## config.mk

```make
export PLATFORM = sky130hd
export DESIGN_NAME = duplex_frame_link
export DESIGN_NICKNAME = d
export VERILOG_FILES = /design/src/rtl/dfl_pkg.sv /design/src/rtl/dfl_ctrl.sv /design/src/rtl/dfl_dpath.sv /design/src/rtl/duplex_frame_link.sv
export SDC_FILE = /design/constraint.sdc
export NUM_CORES = 1
export LEC_CHECK = 0
export CORE_UTILIZATION = 45
export CTS_CLUSTER_DIAMETER = 80
export CTS_CLUSTER_SIZE = 28
export DETAILED_ROUTE_END_ITERATION = 10
export DONT_BUFFER_PORTS = 1
export GPL_TIMING_DRIVEN = 0
export PLACE_DENSITY = 0.62
export SYNTH_ARGS = -nofsm -noshare
export SYNTH_HDL_FRONTEND = slang
export SYNTH_SLANG_ARGS = --single-unit
```

## constraint.sdc

```tcl
create_clock -name clk -period 1.8 [get_ports clk]
set_input_delay 0.36 -clock clk [delete_from_list [all_inputs] [get_ports clk]]
set_output_delay 0.36 -clock clk [all_outputs]
set_load 0.005 [all_outputs]
```

## src/rtl/dfl_pkg.sv

```systemverilog
package dfl_pkg;

  // Strobes handed from the control to the datapath, all one system cycle wide.
  typedef struct packed {
    logic fallTick;    // bit clock falls at this edge: sample input, drive next bit
    logic frameStart;  // fallTick that drives the first bit of a frame
    logic frameEnd;    // fallTick that drives and samples the last bit of a frame
  } dflStrobe_t;

endpackage

```

## src/rtl/dfl_ctrl.sv

```systemverilog
module dfl_ctrl
  import dfl_pkg::*;
#(
  parameter int BIT_DIV    = 4,
  parameter int FRAME_BITS = 16
) (
  input  logic       clk,
  input  logic       rst,
  output logic       bitClk,
  output logic       frameClk,
  output dflStrobe_t strb
);

  localparam int DIV_W = (BIT_DIV > 1) ? $clog2(BIT_DIV) : 1;
  localparam int IDX_W = $clog2(FRAME_BITS);
  localparam int HALF  = BIT_DIV / 2;
  localparam logic [DIV_W-1:0] DIV_LAST = DIV_W'(BIT_DIV - 1);
  localparam logic [DIV_W-1:0] DIV_HALF = DIV_W'(HALF);
  localparam logic [IDX_W-1:0] IDX_LAST = IDX_W'(FRAME_BITS - 1);

  logic [DIV_W-1:0] divCnt;
  logic [DIV_W-1:0] divNext;
  logic [IDX_W-1:0] bitIdx;
  logic             fallNow;

  assign fallNow = (divCnt == DIV_LAST);

  always_comb begin
    if (fallNow) divNext = '0;
    else         divNext = divCnt + DIV_W'(1);
  end

  // Divider and registered bit clock: high in the upper half of the count.
  always_ff @(posedge clk) begin
    if (rst) begin
      divCnt <= '0;
      bitClk <= 1'b0;
    end else begin
      divCnt <= divNext;
      bitClk <= (divNext >= DIV_HALF);
    end
  end

  // Index of the bit driven at the next fall; frame clock marks the last one.
  always_ff @(posedge clk) begin
    if (rst) begin
      bitIdx   <= '0;
      frameClk <= 1'b0;
    end else if (fallNow) begin
      bitIdx   <= (bitIdx == IDX_LAST) ? '0 : bitIdx + IDX_W'(1);
      frameClk <= (bitIdx == IDX_LAST);
    end
  end

  always_comb begin
    strb.fallTick   = fallNow;
    strb.frameStart = fallNow && (bitIdx == '0);
    strb.frameEnd   = fallNow && (bitIdx == IDX_LAST);
  end

endmodule

```

## src/rtl/dfl_dpath.sv

```systemverilog
module dfl_dpath
  import dfl_pkg::*;
#(
  parameter int STAT_W = 8,
  parameter int DATA_W = 8
) (
  input  logic              clk,
  input  logic              rst,
  input  dflStrobe_t        strb,
  input  logic [STAT_W-1:0] txStatus,
  input  logic [DATA_W-1:0] txData,
  input  logic              serIn,
  output logic              serOut,
  output logic [STAT_W-1:0] rxStatus,
  output logic [DATA_W-1:0] rxData,
  output logic              rxValid
);

  localparam int FRAME_BITS = STAT_W + DATA_W;
  localparam int MSB        = FRAME_BITS - 1;

  logic [MSB:0] txWord;
  logic [MSB:0] txShift;
  logic [MSB:0] rxShift;
  logic [MSB:0] rxNext;

  assign txWord = {txStatus, txData};
  assign rxNext = {rxShift[MSB-1:0], serIn};

  // Transmit: capture at frame start, then one bit per falling bit clock.
  always_ff @(posedge clk) begin
    if (rst) begin
      txShift <= '0;
      serOut  <= 1'b0;
    end else if (strb.frameStart) begin
      serOut  <= txWord[MSB];
      txShift <= txWord << 1;
    end else if (strb.fallTick) begin
      serOut  <= txShift[MSB];
      txShift <= txShift << 1;
    end
  end

  // Receive: shift at every falling bit clock, hand off on the last bit.
  always_ff @(posedge clk) begin
    if (rst) begin
      rxShift  <= '0;
      rxStatus <= '0;
      rxData   <= '0;
      rxValid  <= 1'b0;
    end else begin
      rxValid <= strb.frameEnd;
      if (strb.fallTick) rxShift <= rxNext;
      if (strb.frameEnd) begin
        rxStatus <= rxNext[MSB -: STAT_W];
        rxData   <= rxNext[DATA_W-1:0];
      end
    end
  end

endmodule

```

## src/rtl/duplex_frame_link.sv

```systemverilog
module duplex_frame_link
  import dfl_pkg::*;
#(
  parameter int STAT_W  = 8,
  parameter int DATA_W  = 8,
  parameter int BIT_DIV = 4
) (
  input  logic              clk,
  input  logic              rst,
  input  logic [STAT_W-1:0] txStatus,
  input  logic [DATA_W-1:0] txData,
  input  logic              serIn,
  output logic              bitClk,
  output logic              frameClk,
  output logic              serOut,
  output logic [STAT_W-1:0] rxStatus,
  output logic [DATA_W-1:0] rxData,
  output logic              rxValid
);

  localparam int FRAME_BITS = STAT_W + DATA_W;

  dflStrobe_t strb;

  dfl_ctrl #(
    .BIT_DIV   (BIT_DIV),
    .FRAME_BITS(FRAME_BITS)
  ) u_ctrl (
    .clk     (clk),
    .rst     (rst),
    .bitClk  (bitClk),
    .frameClk(frameClk),
    .strb    (strb)
  );

  dfl_dpath #(
    .STAT_W(STAT_W),
    .DATA_W(DATA_W)
  ) u_dpath (
    .clk     (clk),
    .rst     (rst),
    .strb    (strb),
    .txStatus(txStatus),
    .txData  (txData),
    .serIn   (serIn),
    .serOut  (serOut),
    .rxStatus(rxStatus),
    .rxData  (rxData),
    .rxValid (rxValid)
  );

endmodule

```

After elaboration in Yosys (flattened, before gate mapping):

Cells that the tools add are included.
W data, S select, Z words.

* add/sub/neg operators: 2
* multiplexer cells: 6
* equal/unequal tests: 2
* $lt $le $gt $ge: 1
* reductions and logical operators: 4

Operators with widths (number)
* $mux W16: 2
* $add A4 B1 Y4 const B: 1
* $eq A4 B4 Y1 const B: 1
* $logic_not A4 Y1: 1
* $mux W4: 1
* $add A2 B1 Y2 const B: 1
* $eq A2 B2 Y1 const B: 1
* $ge A2 B2 Y1 const B: 1
* $logic_and A1 B1 Y1: 2
* $mux W1: 2
* $mux W2: 1
* $reduce_bool A2 Y1: 1

* output and inout bits: 20
* input port bits: 19
* bits in registers: 56

Logic depth before layout (Yosys ltp):

Gate-level depths: netlist (run 1).

* depth in word-level cells: 3
* gate-level depth with buffers: 7
* depth with buffers taken out: 5

Modules after synthesis:

A second synthesis (run 1) with hierarchy kept.

* cells, all modules: 208
* area, all modules: 2227.1 um^2

By module, submodules not included
* dfl_dpath: seq. area each 960.9 um^2, cells each 173, area each 1893.1 um^2, instances 1
* dfl_ctrl: seq. area each 140.1 um^2, cells each 35, area each 334.1 um^2, instances 1

Worst setup path before layout (run 1):

Ideal clock, no wire load.

* path type: register to register
* from: reg u_ctrl.divCnt[1]
* to: reg u_dpath.rxData[1]
* stages on the path, launching flop included: 8
* arrival: 1.357 ns
* setup slack: 0.326 ns
* data required time: 1.683 ns
* library setup time: 0.117 ns
* period minus slack after synthesis: 1.474 ns
* cell sequence: dfxtp_1 ha_1 buf_4 nand4_1 nor2b_1 buf_2 buf_2 a22o_1

* longest elaborated chain between the ends: 2

Ends and longest elaborated chain
* start: declaration: line dfl_ctrl.sv:21 `logic [DIV_W-1:0] divCnt;`
* start signal: assignment: line dfl_ctrl.sv:39 `divCnt <= divNext;`
* $eq A2 B2 Y1: line dfl_ctrl.sv:26 `assign fallNow = (divCnt == DIV_LAST);`
* $logic_and A1 B1 Y1: line dfl_ctrl.sv:58 `strb.frameEnd = fallNow && (bitIdx == IDX_LAST);`
* end signal: assignment: line dfl_dpath.sv:56 `rxData <= rxNext[DATA_W-1:0];`
* end: declaration: line dfl_dpath.sv:15 `output logic [DATA_W-1:0] rxData,`

Every way passes these cells.
A chain may end at the register's enable or synchronous reset.

Worst setup path after layout (run 1):

* from: reg u_ctrl.bitIdx[0]
* to: reg u_dpath.rxStatus[5]

* longest elaborated chain between the ends: 2

Ends and longest elaborated chain
* start: declaration: line dfl_ctrl.sv:23 `logic [IDX_W-1:0] bitIdx;`
* start signal: assignment: line dfl_ctrl.sv:50 `bitIdx <= (bitIdx == IDX_LAST) ? '0 : bitIdx + IDX_W'(1);`
* $eq A4 B4 Y1: line dfl_ctrl.sv:58
* $logic_and A1 B1 Y1: line dfl_ctrl.sv:58
* end signal: assignment: line dfl_dpath.sv:55 `rxStatus <= rxNext[MSB -: STAT_W];`
* end: declaration: line dfl_dpath.sv:14 `output logic [STAT_W-1:0] rxStatus,`

Every way passes these cells.

==> flow_metrics.tcl, run 1 <==
set metrics [dict create \
    synth_compound_area_frac 0.134 \
    fin_skew_ns 0.00581 \
    firstDrtPassIters 2 \
    grt_pass1_wl_um 6620 \
    crit_family "flip-flops" \
    hpwl_um 2740 \
    yosysUniqueCellTypes 25 \
    slew_violations 0 \
    fin_total_pwr_mw 2.11 \
    via_per_inst 5.49 \
    gp_routability_congestion 0.725 \
    routed_wl_um 3890 \
    core-area_mm2 0.00435 \
    placed_cell_area_mm2 0.00211 \
    status "finished, final reports clean" \
    r2r-start "u_ctrl.bitIdx[0]" \
    synth_top_family_by_area "multiplexers" \
    die_w_um 69.4 \
    hold_viol 0 \
    drc 0 \
    port_buffers 0 \
    total_leakage_power_nw 0.885 \
    layout-drive-gt1-share 0.0872 \
    synth_area_mm2 0.00205 \
    io_pins 39 \
    vias 1357 \
    fin_nets 217 \
    synth_simple_gate_area_share 0.0923 \
    use_met3 0.0552 \
    cts_setup_buffers 0 \
    tightestPinTransition_ns 0.466 \
    cts_buffers 5 \
    drt_first_iter_violations 45 \
    synthMuxAreaShare 0.156 \
    detail_route.wl_per_cell_um 15.8 \
    period_minus_slack_ns 1.62 \
    cts-root-buf "clkbuf_8" \
    setup_viol 0 \
    cts_tree "built" \
    grt_max_degree 16 \
    post-place-ws_ns 0.0816 \
    final_cell_mix "dfxtp_1, nor2_1, mux2i_1, a22o_1, a211oi_1" \
    clock_latency_ns 0.30 \
    endpoint "u_dpath.rxStatus[5]" \
    cp_cell_sequence "ha_1 > nand4_1 > nor2b_1 > buf_2 > a22o_1" \
    clock-sinks 55 \
    ys_seq_area_frac 0.538 \
    cts-htree-levels 2 \
    power-per-cell-area_mw_per_mm2 958 \
    yosys.area.top_type "dfxtp_1" \
    synthAdderAreaFrac 0.0183 \
    regToRegEndpoint "u_dpath.rxStatus[5]" \
    overflow 0 \
    path_class "reg2reg" \
    setup.worst_path.start_class "flip-flop" \
    yosys_warnings 0 \
    die-area_mm2 0.00482 \
    syn_area_per_cell_um2 10.8 \
    required_ns 1.99 \
    endpoint_kind "flip-flop" \
    worstPathBufferInverterCount 1 \
    slowest_delay_ns 0.42 \
    slew_headroom 0.689 \
    fmax_mhz 619 \
    busiest_layer "met2" \
    cp.arrival_ns 1.81 \
    gr-usage-all-layers 0.173 \
    ant_nets 0 \
    startpoint "u_ctrl.bitIdx[0]" \
    r2r_setup_slack_ns 0.18 \
    cts_buffer_depth 2 \
    synth_top_area_frac 0.538 \
    rsz0062_at_grt "no" \
    cp_max_fo 17 \
    grt_pass1_vias 1468 \
    hold_path.class "in2reg" \
    synthToLayoutAreaGrowth_pct 7.52 \
    synthTopCellsByArea "dfxtp_1, mux2i_1, a22o_1" \
    rr_worst_depth 5 \
    slowest_stage "dfxtp_1" \
    clkSlewWorstSetupHoldPaths_ns 0.09 \
    antenna_found_initial 0 \
    cap_violations 0 \
    setup_tns_ns 0 \
    core.rowCount 24 \
    fp.dieH_um 69.4 \
    layout_commonest_cell "dfxtp_1" \
    synth_cells 189 \
    whs_ns 0.189 \
    syn_nets 211 \
    design_area_mm2 0.00220 \
    n_antenna_cell 0 \
    start_util 0.470 \
    setup_ws_ns 0.185 \
    ir_drop_uv 573 \
    synth_seq_cells 55 \
    synthXorXnorAreaFrac 0.00856 \
    fin_crit_sh 0.897 \
    grt_use_met1 0.195 \
    cp.depth 5 \
    grt.met2_usage 0.298 \
]
[cell families after synthesis]
family / count (synthesis)
buffers and inverters: 19
AOI/OAI and AO/OA: 34
DFF: 55
adders and majority gates: 3
xor gates and xnor gates: 2
muxes: 32
and+or+nand+nor: 44
[per-layer routing]
layer | wire length (µm) | up-vias | share of wire
met3 | 211 | 7 | 0.054
met1 | 1700 | 646 | 0.44
li1 | - | 673 | -
met2 | 1920 | 31 | 0.49
met4 | 67 | 0 | 0.017
met5 | 0 | - | 0
[through the flow]
stage / utilization / cells
floorplan: - / 189
global placement: 0.485 / 241
detailed placement: 0.485 / 241
CTS: 0.505 / 248
global route: 0.505 / 247
finish: 0.505 / 247
[worst register-to-register path, cell delays in order (launching register included)]
cell	delay, ns
dfxtp_1	0.42
ha_1	0.23
nand4_1	0.19
nor2b_1	0.19
buf_2	0.22
a22o_1	0.27
[cell usage after synthesis (all sizes together)]
library cell / instances
a2bb2oi: 1
nand4bb: 1
inv: 4
nand2: 1
xnor2: 1
a21o: 1
nand4: 2
dfxtp: 55
nor2b: 2
mux2i: 32
buf: 11
a211oi: 15
a22o: 16
clkbuf: 4
nor2: 36
nor3: 1
xor2: 1
and2: 1
ha: 3
a31oi: 1
[final cells by class]
type	count	area, µm²
Clock inverter	1	5.00
Sequential cell	55	1100
Tap cell	52	65.1
Buffer	14	86.3
Fill cell	407	2150
Multi-Input combinational cell	115	845
Clock buffer	6	82.6
Inverter	4	15.0
[power breakdown]
group	internal [mW]	total, mW	leakage, nW	switching, mW
Sequential	1.25	1.27	0.445	0.0207
Clock	0.303	0.671	0.0470	0.369
Combinational	0.0740	0.167	0.393	0.0930
Total	1.63	2.11	0.885	0.482
[worst min path at each step]
stage / start / to / slack, ns / cells past startpoint
final: serIn / u_dpath.rxData[0] / 0.19 / 1
after floorplan: u_ctrl.divCnt[0] / u_ctrl.divCnt[0] / 0.40 / 1
after CTS: serIn / u_dpath.rxData[0] / 0.18 / 1
after detailed placement: u_ctrl.divCnt[0] / u_ctrl.divCnt[0] / 0.42 / 1
after global placement: u_ctrl.divCnt[0] / u_ctrl.divCnt[0] / 0.41 / 1
after global routing: serIn / u_dpath.rxData[0] / 0.18 / 1
[timing repair]
action                     4_1_cts  5_1_grt
gates resized for setup          0        2
hold buffers                     0        0
setup endpoints to repair        0        9
[sequential cells by signal (all words and copies together), names as in the netlist]
| name | count |
|---|---|
| u_ctrl.bitIdx | 4 |
| u_dpath.rxStatus | 8 |
| u_dpath.rxShift | 15 |
| u_dpath.rxData | 8 |
| u_dpath.txShift | 15 |
| u_ctrl.divCnt | 2 |
| u_ctrl.frameClk | 1 |
| u_dpath.rxValid | 1 |
| u_dpath.serOut | 1 |
(Power assumes the default switching activity.)
==> inputs of run 2 (changes only) <==
Settings changed: ABC_AREA set to 1.
==> run 2 against run 1 <==
Flip-flop and latch count is the same. Register-to-register slack gained 0.14 ns. Non-clock buffer count shrank 1. Combinational power shrank 25%. Hold slack lost 0.019 ns. Routed wire length grew 13%. Synthesized cell count grew 57%. Area after synthesis grew 9.0%. First-iteration DRC count grew 56%. Utilization grew 0.35 points. Count of clock-buffer cells in the layout grew 1. Critical endpoint is now u_dpath.rxStatus[3]. Largest power group unchanged. Highest routed layer unchanged.
==> flow_metrics.tcl, run 2 <==
set metrics [dict create \
    yosys_warnings 0 \
    final_cell_mix "nand2_1, nand3_1, dfxtp_1, inv_1, o22ai_1" \
    slew_violations 0 \
    fmax_mhz 676 \
    fin_skew_ns 0.00470 \
    power-per-cell-area_mw_per_mm2 875 \
    fin_crit_sh 0.822 \
    clkSlewWorstSetupHoldPaths_ns 0.10 \
    regToRegEndpoint "u_dpath.rxStatus[3]" \
    tightestPinTransition_ns 0.448 \
    cts_buffer_depth 2 \
    cts_resized 0 \
    hold_path.class "in2reg" \
    routed_wl_um 4400 \
    ant_nets 0 \
    required_ns 2.01 \
    cts_hold_buf 0 \
    cts-htree-levels 2 \
    synthAdderAreaFrac 0.0168 \
    status "finished, final reports clean" \
    hold_depth 2 \
    synthMuxAreaShare 0 \
    drc 0 \
    syn_nets 318 \
    critical_path.most_common_cell "nand2_1" \
    setup_tns_ns 0 \
    ys_seq_area_frac 0.493 \
    async_flop_share 0 \
    fin_nets 325 \
    r2r-start "u_ctrl.divCnt[1]" \
    syn_area_per_cell_um2 7.54 \
    port_buffers 0 \
    ir_drop_uv 368 \
    endpoint_kind "flip-flop" \
    overflow 0 \
    synth-edff-count 0 \
    firstDrtPassIters 6 \
    yosysMostFrequentCell "nand2_1" \
    detail_route.wl_per_cell_um 11.9 \
    core-area_mm2 0.00475 \
    cts_setup_buffers 0 \
    dp_cells 363 \
    drt_first_iter_violations 70 \
    die_w_um 72.4 \
    synthXorXnorAreaFrac 0 \
    synth_simple_gate_area_share 0.301 \
    synth_top_family_by_area "simple AND/OR/NAND/NOR gates" \
    crit_family "simple AND/OR/NAND/NOR gates" \
    synth_area_mm2 0.00223 \
    cts_tree "built" \
    io_pins 39 \
    antenna_found_initial 0 \
    r2r_setup_slack_ns 0.32 \
    synth_top_area_frac 0.493 \
    path_class "reg2reg" \
    slowest_delay_ns 0.37 \
    slew_headroom 0.701 \
    period_minus_slack_ns 1.48 \
    grt_pass1_wl_um 7140 \
    layout-drive-gt1-share 0.102 \
    final_cells 371 \
    synth_common_cells "nand2_1, nand3_1, dfxtp_1" \
    rsz0062_at_grt "no" \
    total_leakage_power_nw 1.12 \
    n_antenna_cell 0 \
    core.rowCount 25 \
    synth_compound_area_frac 0.0561 \
    worstPathBufferInverterCount 1 \
    layout_commonest_cell "nand2_1" \
    via_per_inst 4.76 \
    vias 1766 \
    synth_seq_cells 55 \
    n_fill_cell 496 \
    synthTopCellsByArea "dfxtp_1, nand3_1, nand2_1" \
    clock-sinks 55 \
    setup.worst_path.start_class "flip-flop" \
    gp_routability_congestion 0.746 \
    cts_buffers 5 \
    cp_max_fo 10 \
    synth_cells 296 \
    setup_viol 0 \
    min_to "u_dpath.rxShift[0]" \
    rr_worst_depth 7 \
    synth-main-ff-cell "dfxtp_1" \
    cp.arrival_ns 1.69 \
    grt_pass1_vias 1566 \
    cap_violations 0 \
    start_util 0.469 \
    clock_latency_ns 0.31 \
    fp.dieH_um 72.4 \
    yosysUniqueCellTypes 19 \
    gr-usage-all-layers 0.180 \
    min-delay-start "serIn" \
    grt_max_degree 17 \
    die-area_mm2 0.00525 \
    slowest_stage "dfxtp_1" \
    synthToLayoutAreaGrowth_pct 8.41 \
    hold_viol 0 \
    largestRegisters "u_dpath.rxShift: 15 flops, u_dpath.txShift: 15 flops" \
    cp_cell_sequence "ha_1 > nand2_1 > nor2_1 > nand2_2 > buf_6 > nand3_1 > nand2_1" \
    hpwl_um 3080 \
    cts-root-buf "clkbuf_8" \
    yosys.area.top_type "dfxtp_1" \
]
-- run 2: cell types whose count changed after synthesis, sizes merged, moves of 4 or more --
cell	change
clkbuf	-4
mux2i	-32
inv	+49
nand3	+63
o21ai	+4
o22ai	+14
nand2	+77
a22o	-16
a211oi	-15
nor2	-27
-- run 2: cell families after synthesis --
| family | Yosys count |
|---|---|
| buffers and inverters | 66 |
| flip-flops | 55 |
| AND/OR/NAND/NOR | 151 |
| AO/OA/AOI/OAI | 21 |
| adder cells (fa/ha/maj) | 3 |
-- run 2: how the worst max path moves through the flow --
stage / from / endpoint / slack (ns) / cells past startpoint
after floorplan: u_ctrl.divCnt[1] / u_dpath.rxData[0] / 0.53 / 7
after global placement: u_ctrl.divCnt[1] / u_dpath.rxStatus[3] / 0.33 / 7
after detailed placement: u_ctrl.divCnt[1] / u_dpath.rxStatus[5] / 0.30 / 7
after CTS: u_ctrl.divCnt[1] / u_dpath.rxStatus[3] / 0.29 / 7
after global routing: u_ctrl.divCnt[1] / u_dpath.rxStatus[4] / 0.15 / 7
final: u_ctrl.divCnt[1] / u_dpath.rxStatus[3] / 0.32 / 7
-- run 2: power breakdown --
group / internal (mW) / switching, mW
sequential: 1.23 / 0.00731
clock: 0.351 / 0.405
combinational: 0.0379 / 0.0874
-- run 2: worst reg2reg max path, stage by stage (launching register included) --
cell	delay, ns
dfxtp_1	0.37
ha_1	0.29
nand2_1	0.08
nor2_1	0.15
nand2_2	0.18
buf_6	0.19
nand3_1	0.07
nand2_1	0.05
-- run 2: layout make-up --
type | instances | area (µm²) | share of cell area
Buffer | 13 | 97.6 | 0.0403
Clock buffer | 7 | 96.3 | 0.0398
Clock inverter | 1 | 7.51 | 0.00310
Inverter | 53 | 199 | 0.0822
Multi-Input combinational cell | 175 | 835 | 0.345
Sequential cell | 55 | 1100 | 0.455
Tap cell | 67 | 83.8 | 0.0346
-- run 2: per-layer routing --
layer | vias up | GRT usage | share of wire
met2 | 33 | 0.287 | 0.45
met4 | 0 | 0.0850 | 0.015
met3 | 5 | 0.0514 | 0.040
met1 | 781 | 0.224 | 0.49
met5 | - | 0 | 0
li1 | 947 | - | -
-- run 2: through the flow --
stage / hold slack, ns / setup slack, ns / instance area [µm²] / util / power, mW
finish: 0.170 / 0.321 / 2420 / 0.509 / 2.12
global route: 0.180 / 0.152 / 2420 / 0.509 / 2.20
CTS: 0.159 / 0.289 / 2420 / 0.509 / 2.14
detailed placement: 0.415 / 0.300 / 2320 / 0.487 / 1.39
global placement: 0.407 / 0.327 / 2320 / 0.487 / 1.39
floorplan: 0.397 / 0.535 / 2230 / - / 1.36
